File: src/rtl/trap_deleg_pkg.sv
package trap_deleg_pkg;
  typedef enum logic [1:0] {
    PRIV_U = 2'b00,
    PRIV_S = 2'b01,
    PRIV_M = 2'b11
  } priv_e;

  localparam int unsigned NUM_MASKS = 2;
  localparam int unsigned MASK_MACH = 0;
  localparam int unsigned MASK_SUP  = 1;
endpackage

File: src/rtl/deleg_mask_bank.sv
module deleg_mask_bank #(
  parameter int unsigned NUM_CAUSES = 16
) (
  input  logic                  clk_i,
  input  logic                  rst_ni,
  input  logic                  we_i,
  input  logic                  sel_i,
  input  logic [NUM_CAUSES-1:0] wdata_i,
  output logic [NUM_CAUSES-1:0] mach_mask_o,
  output logic [NUM_CAUSES-1:0] sup_mask_o
);
  import trap_deleg_pkg::*;

  logic [NUM_CAUSES-1:0] mask_q [NUM_MASKS];

  for (genvar g = 0; g < NUM_MASKS; g++) begin : g_mask
    logic hit;
    assign hit = we_i && (sel_i == 1'(g));
    always_ff @(posedge clk_i or negedge rst_ni) begin
      if (!rst_ni)  mask_q[g] <= '0;
      else if (hit) mask_q[g] <= wdata_i;
    end
  end

  assign mach_mask_o = mask_q[MASK_MACH];
  assign sup_mask_o  = mask_q[MASK_SUP];
endmodule

File: src/rtl/deleg_resolve.sv
module deleg_resolve #(
  parameter int unsigned NUM_CAUSES = 16,
  parameter int unsigned CAUSE_W    = 5
) (
  input  logic [CAUSE_W-1:0]    cause_i,
  input  logic [1:0]            cur_priv_i,
  input  logic                  s_ext_en_i,
  input  logic                  n_ext_en_i,
  input  logic [NUM_CAUSES-1:0] mach_mask_i,
  input  logic [NUM_CAUSES-1:0] sup_mask_i,
  output logic [1:0]            tgt_priv_o
);
  import trap_deleg_pkg::*;

  localparam int unsigned IDX_W = (NUM_CAUSES > 1) ? $clog2(NUM_CAUSES) : 1;

  logic              in_range;
  logic [IDX_W-1:0]  idx;
  logic              mach_bit, sup_bit;
  priv_e             sel_priv;

  assign in_range = 32'(cause_i) < NUM_CAUSES;
  assign idx      = IDX_W'(cause_i);
  assign mach_bit = in_range && mach_mask_i[idx];
  assign sup_bit  = in_range && sup_mask_i[idx];

  // User checked first, then Supervisor, then Machine
  always_comb begin
    if (n_ext_en_i && sup_bit)       sel_priv = PRIV_U;
    else if (s_ext_en_i && mach_bit) sel_priv = PRIV_S;
    else                             sel_priv = PRIV_M;
  end

  // never hand a trap to a lower level than its origin
  assign tgt_priv_o = (sel_priv < cur_priv_i) ? cur_priv_i : sel_priv;
endmodule

File: src/rtl/trap_deleg_unit.sv
module trap_deleg_unit #(
  parameter int unsigned NUM_CAUSES = 16,
  parameter int unsigned CAUSE_W    = 5
) (
  input  logic                  clk_i,
  input  logic                  rst_ni,
  input  logic                  req_valid_i,
  input  logic [CAUSE_W-1:0]    cause_i,
  input  logic [1:0]            cur_priv_i,
  input  logic                  s_ext_en_i,
  input  logic                  n_ext_en_i,
  input  logic                  csr_we_i,
  input  logic                  csr_sel_i,
  input  logic [NUM_CAUSES-1:0] csr_wdata_i,
  output logic                  tgt_valid_o,
  output logic [1:0]            tgt_priv_o
);
  import trap_deleg_pkg::*;

  logic [NUM_CAUSES-1:0] mach_mask, sup_mask;
  logic [1:0]            res_priv;
  logic                  valid_q;
  logic [1:0]            priv_q;

  deleg_mask_bank #(.NUM_CAUSES(NUM_CAUSES)) u_bank (
    .clk_i       (clk_i),
    .rst_ni      (rst_ni),
    .we_i        (csr_we_i),
    .sel_i       (csr_sel_i),
    .wdata_i     (csr_wdata_i),
    .mach_mask_o (mach_mask),
    .sup_mask_o  (sup_mask)
  );

  deleg_resolve #(.NUM_CAUSES(NUM_CAUSES), .CAUSE_W(CAUSE_W)) u_resolve (
    .cause_i     (cause_i),
    .cur_priv_i  (cur_priv_i),
    .s_ext_en_i  (s_ext_en_i),
    .n_ext_en_i  (n_ext_en_i),
    .mach_mask_i (mach_mask),
    .sup_mask_i  (sup_mask),
    .tgt_priv_o  (res_priv)
  );

  always_ff @(posedge clk_i or negedge rst_ni) begin
    if (!rst_ni) begin
      valid_q <= 1'b0;
      priv_q  <= PRIV_M;
    end else begin
      valid_q <= req_valid_i;
      if (req_valid_i) priv_q <= res_priv;
    end
  end

  assign tgt_valid_o = valid_q;
  assign tgt_priv_o  = priv_q;
endmodule

File: config.mk
export PLATFORM = sky130hd
export DESIGN_NAME = trap_deleg_unit
export DESIGN_NICKNAME = d
export VERILOG_FILES = /design/src/rtl/trap_deleg_pkg.sv /design/src/rtl/deleg_mask_bank.sv /design/src/rtl/deleg_resolve.sv /design/src/rtl/trap_deleg_unit.sv
export SDC_FILE = /design/constraint.sdc
export NUM_CORES = 1
export LEC_CHECK = 0
export ABC_CLOCK_PERIOD_IN_PS = 3220
export BUFFER_PORTS_ARGS = -buffer_cell sky130_fd_sc_hd__buf_2
export CORE_UTILIZATION = 48
export DETAILED_ROUTE_END_ITERATION = 12
export MAX_ROUTING_LAYER = met4
export PLACE_DENSITY = 0.69
export SYNTH_ARGS = -nofsm -noshare
export SYNTH_HDL_FRONTEND = slang
export SYNTH_SLANG_ARGS = --single-unit
export TNS_END_PERCENT = 5
File: constraint.sdc
create_clock -name clk_i -period 3.22 [get_ports clk_i]
set_input_delay 0.644 -clock clk_i [delete_from_list [all_inputs] [get_ports clk_i]]
set_output_delay 0.644 -clock clk_i [all_outputs]
set_load 0.02 [all_outputs]
=== Word-level counts from Yosys, hierarchy flattened ===
Index checks and enable logic that the tools add are counted.

* Register bits: 35
* Output and inout bits: 3

* Muxes and demuxes: 7
* Reductions and logical operators: 6
* Bitwise logic cells: 1
* Order comparisons: 3

{| class="wikitable"
|+ Operators by type and width
! kind !! number
|-
| binary-select mux 1 bit (select 4 bit) || 2
|-
| logical AND 1 bit || 6
|-
| two-way mux 2 bit || 3
|-
| less-than comparator 4 x 5 -> 1 bit, second input constant || 1
|-
| less-than comparator 5 bit, second input constant || 1
|-
| less-than comparator 2 bit || 1
|-
| two-way mux 1 bit || 2
|-
| NOT 1 bit || 1
|}

=== Longest topological paths before layout ===
* Depth after elaboration: 8
* Depth in mapped cells: 9
* Gate-level depth less buffers: 8

=== Hierarchy ===
Synthesis repeated with hierarchy kept, for this count alone.

* Cells, all modules: 125
* Area total of the unflattened synthesis: 1750.4 µm²

{| class="wikitable"
|+ Modules (own cells, without submodules)
! module !! sequential area each (µm²) !! cells an instance !! times used !! area an instance (µm²)
|-
| deleg_mask_bank || 800.8 || 69 || 1 || 1247.4
|-
| deleg_resolve || 0.0 || 51 || 1 || 402.9
|-
| trap_deleg_unit || 77.6 || 5 || 1 || 100.1
|}

=== Least setup slack after synthesis ===
Ideal clock, no wire load.

* Kind: input port to flip-flop
* From: input port cause_i[0]
* To: register priv_q[0] (netlist: tgt_priv_o[0])
* Buffers on the path: 1
* Arrival time: 2.579 ns
* Path slack: 0.550 ns
* Stages on the path: 9
* Data required time: 3.129 ns
* Cell sequence: buf_6 > mux4_1 > mux2i_1 > nor4b_1 > or4_1 > ha_1 > inv_1 > o21ai_0 > o31ai_1

* Longest elaborated chain between the ends: 8
* Elaborated cells between the ends (all ways): 13

{| class="wikitable"
|+ Ends and longest elaborated chain
! what !! RTL line !! RTL
|-
| from (decl) || trap_deleg_unit.sv:8 || <nowiki>input logic [CAUSE_W-1:0] cause_i,</nowiki>
|-
| binary-select mux 1 bit (select 4 bit) || deleg_resolve.sv:24 || <nowiki>assign mach_bit = in_range && mach_mask_i[idx];</nowiki>
|-
| two-way mux 1 bit (implied by the code) || deleg_resolve.sv:24 ||
|-
| logical AND 1 bit || deleg_resolve.sv:24 ||
|-
| logical AND 1 bit || deleg_resolve.sv:30 || <nowiki>else if (s_ext_en_i && mach_bit) sel_priv = PRIV_S;</nowiki>
|-
| two-way mux 2 bit || deleg_resolve.sv:30 ||
|-
| two-way mux 2 bit * || deleg_resolve.sv:29 || <nowiki>if (n_ext_en_i && sup_bit) sel_priv = PRIV_U;</nowiki>
|-
| less-than comparator 2 bit || deleg_resolve.sv:35 || <nowiki>assign tgt_priv_o = (sel_priv < cur_priv_i) ? cur_priv_i : sel_priv;</nowiki>
|-
| two-way mux 2 bit * || deleg_resolve.sv:35 ||
|-
| to (signal assigned) || trap_deleg_unit.sv:51 || <nowiki>if (req_valid_i) priv_q <= res_priv;</nowiki>
|-
| to (decl) || trap_deleg_unit.sv:23 || <nowiki>logic [1:0] priv_q;</nowiki>
|}

Mark *: on every way between the ends. The rest lies on a longest branch, timed or not. The select of a mux whose other input is x is not followed.
A chain may end at the register's enable or synchronous reset.

=== Final worst setup path ===
Same ends and word-level chain as after synthesis.

==> out/metrics.cfg <==
[drt]
routedWlPerCell_um=15.7
first_iter_violations=29
drc=0
ant_nets=0
wirelength_mm=2.96
via_per_inst=5.56
vias=1051
first_pass_iters=4

[critical_path]
cp_cell_sequence=buf_2 > mux4_1 > mux2i_1 > nor4b_1 > or4_1 > ha_1 > inv_1 > o21ai_0 > o31ai_1
cp-start-kind=input port
crit_buf_inv=2
endpoint_kind=flop
slowest_delay_ps=590
critPathTopFamily=multiplexers
path_max_fanout=10
worstPathRequired_ps=3470
critPathArrivalTime_ps=2850
critPathKind=in -> reg
cp_slowest_cell=mux4_1

[floorplanning]
start_util_pct=52.6
fp-row-count=20
die_w_um=60.8
die_h_um=60.8
ios=33
die_area_sq_um=3700
core_sq_um=3150

[synth]
post_synth_num_cell_types=26
synth_nets=142
syn_area_sq_um=1660
yosysSeqAreaShare_pct=52.9
synth.avg_cell_area_sq_um=15.1
synth_seq_cells=35
yosysWarnings=0
synthCells=110

[finish]
fin_cells=189
layout_commonest_cell=dfrtp_1
final_cell_mix=dfrtp_1 (33), mux2_2 (32), buf_2 (32)
synthToLayoutAreaGrowth_pct=15.2
fill_cells=282
drive_gt1_share_pct=52.4
nets=177
n_antenna_cell=0

[sta]
setup-violations-final=0
setup_tns_ps=0
fmaxAchievable_mhz=386
fin_skew_ps=4.39
finalHoldViolations=0
maxSlewHeadroom_pct=50.4
tightest_slew_ps=744
fin_crit_ps=2590
rsz0062_at_grt=false
period_share_pct=80.5
finalMaxSlewViolations=0

[grt]
grt_max_degree=36
grt_pass1_vias=1091
grt_pass1_wl_mm=5.00
gr-usage-all-layers_pct=20.0
grt-ovfl-total=0
antenna_found_initial=0

[cts]
clock_sinks=35
clockBufferDepth=2
hold_buffers=0
cts_setup_buffers=0
cts_tree=yes
clkTransAtPathRegs_ps=90
cts_resized=0
cts_buffers=5
clkLatencyLatePin_ps=340
h-tree-depth=2
root_buffer=clkbuf_4

[run_status]
status=completed

[worst_hold_path]
min_path_type=in -> async

[placement]
placed_cells=182
place_congestion=0.814
io_buffers=32
dp.final_hpwl_mm=2.19

[run]
maxCapViolations=0

[power]
finalPower_uw=944
p_per_area_nw_per_um2=494
p_leak_uw=0.000884
peakVddDrop_mv=0.233

[kinds of logic (layout without fill, tap and decap cells)]
group           after synthesis  count (layout)  share of synthesized area [%]
mux                          45              45                           35.2
simple gates                 10              10                           4.07
buf+inv                      10              45                           2.79
flops                        35              35                           52.9
fa+ha+maj                     2               2                           1.51
compound gates                8               8                           3.47
[report_power, final]
group | switching [uW] | internal (uW) | total [uW] | leakage, uW
clock network | 135 | 101 | 236 | 0.0000341
logic | 68.7 | 102 | 171 | 0.000442
registers | 32.4 | 504 | 537 | 0.000408
total | 236 | 707 | 944 | 0.000884
[per-stage QoR]
| step | instance area [sq um] | worst slack (ps) | hold slack [ps] | utilization, % |
|---|---|---|---|---|
| floorplan | 1660 | 550 | 348 | - |
| global placement | 1850 | 323 | 454 | 58.8 |
| detailed placement | 1850 | 268 | 453 | 58.8 |
| CTS | 1910 | 623 | 364 | 60.6 |
| global route | 1910 | 481 | 417 | 60.6 |
| finish | 1910 | 628 | 360 | 60.6 |
[synth_stat cells (all sizes together)]
cell type | count | area, sq um
a221oi | 1 | 8.76
a22oi | 1 | 7.51
buf | 3 | 20.0
clkbuf | 2 | 7.51
dfrtp | 33 | 826
dfstp | 2 | 52.6
ha | 2 | 25.0
inv | 5 | 18.8
mux2 | 32 | 360
mux2i | 7 | 70.1
mux4 | 6 | 154
nand2 | 1 | 3.75
nor2 | 1 | 3.75
nor2b | 3 | 18.8
nor4 | 1 | 6.26
nor4b | 1 | 8.76
nor4bb | 1 | 10.0
o2111a | 1 | 11.3
o21a | 1 | 7.51
o21ai | 3 | 15.0
o31ai | 1 | 7.51
or3b | 1 | 8.76
or4 | 1 | 7.51
[registers in the layout (all words and copies together) (netlist names)]
signal / flops
tgt_priv_o: 2
tgt_valid_o: 1
u_bank.mach_mask_o: 16
u_bank.sup_mask_o: 16
[metal layers]
metal  vias up  wire, um  global-route usage, %
met3         7       168                   7.89
met1       531      1380                   23.7
met4         0        47                   7.79
li1        483         -                      -
met5         -         0                      -
met2        30      1370                   30.6
[path summary, 6_finish.rpt]
path,startpoint,endpoint,slack (ps),depth (start not counted)
min,rst_ni,u_bank.sup_mask_o[10]$_DFFE_PN0P_,360,1
max reg2reg,u_bank.mach_mask_o[0]$_DFFE_PN0P_,tgt_priv_o[0]$_DFFE_PN1P_,910,8
max in group asynchronous,rst_ni,u_bank.mach_mask_o[15]$_DFFE_PN0P_,2390,1
min reg2reg,tgt_priv_o[1]$_DFFE_PN1P_,tgt_priv_o[1]$_DFFE_PN1P_,470,2
min in group clk_i,tgt_priv_o[1]$_DFFE_PN1P_,tgt_priv_o[1]$_DFFE_PN1P_,470,2
max,cause_i[0],tgt_priv_o[0]$_DFFE_PN1P_,630,9
[cell type report]
cell class | count | area [sq um] | area share [%]
Timing Repair Buffer | 33 | 168 | 8.78
Clock inverter | 1 | 5.00 | 0.262
Tap cell | 44 | 55.1 | 2.88
Inverter | 5 | 18.8 | 0.982
Multi-Input combinational cell | 65 | 734 | 38.4
Sequential cell | 35 | 878 | 46.0
Clock buffer | 6 | 51.3 | 2.69
(Power assumes the default switching activity.)
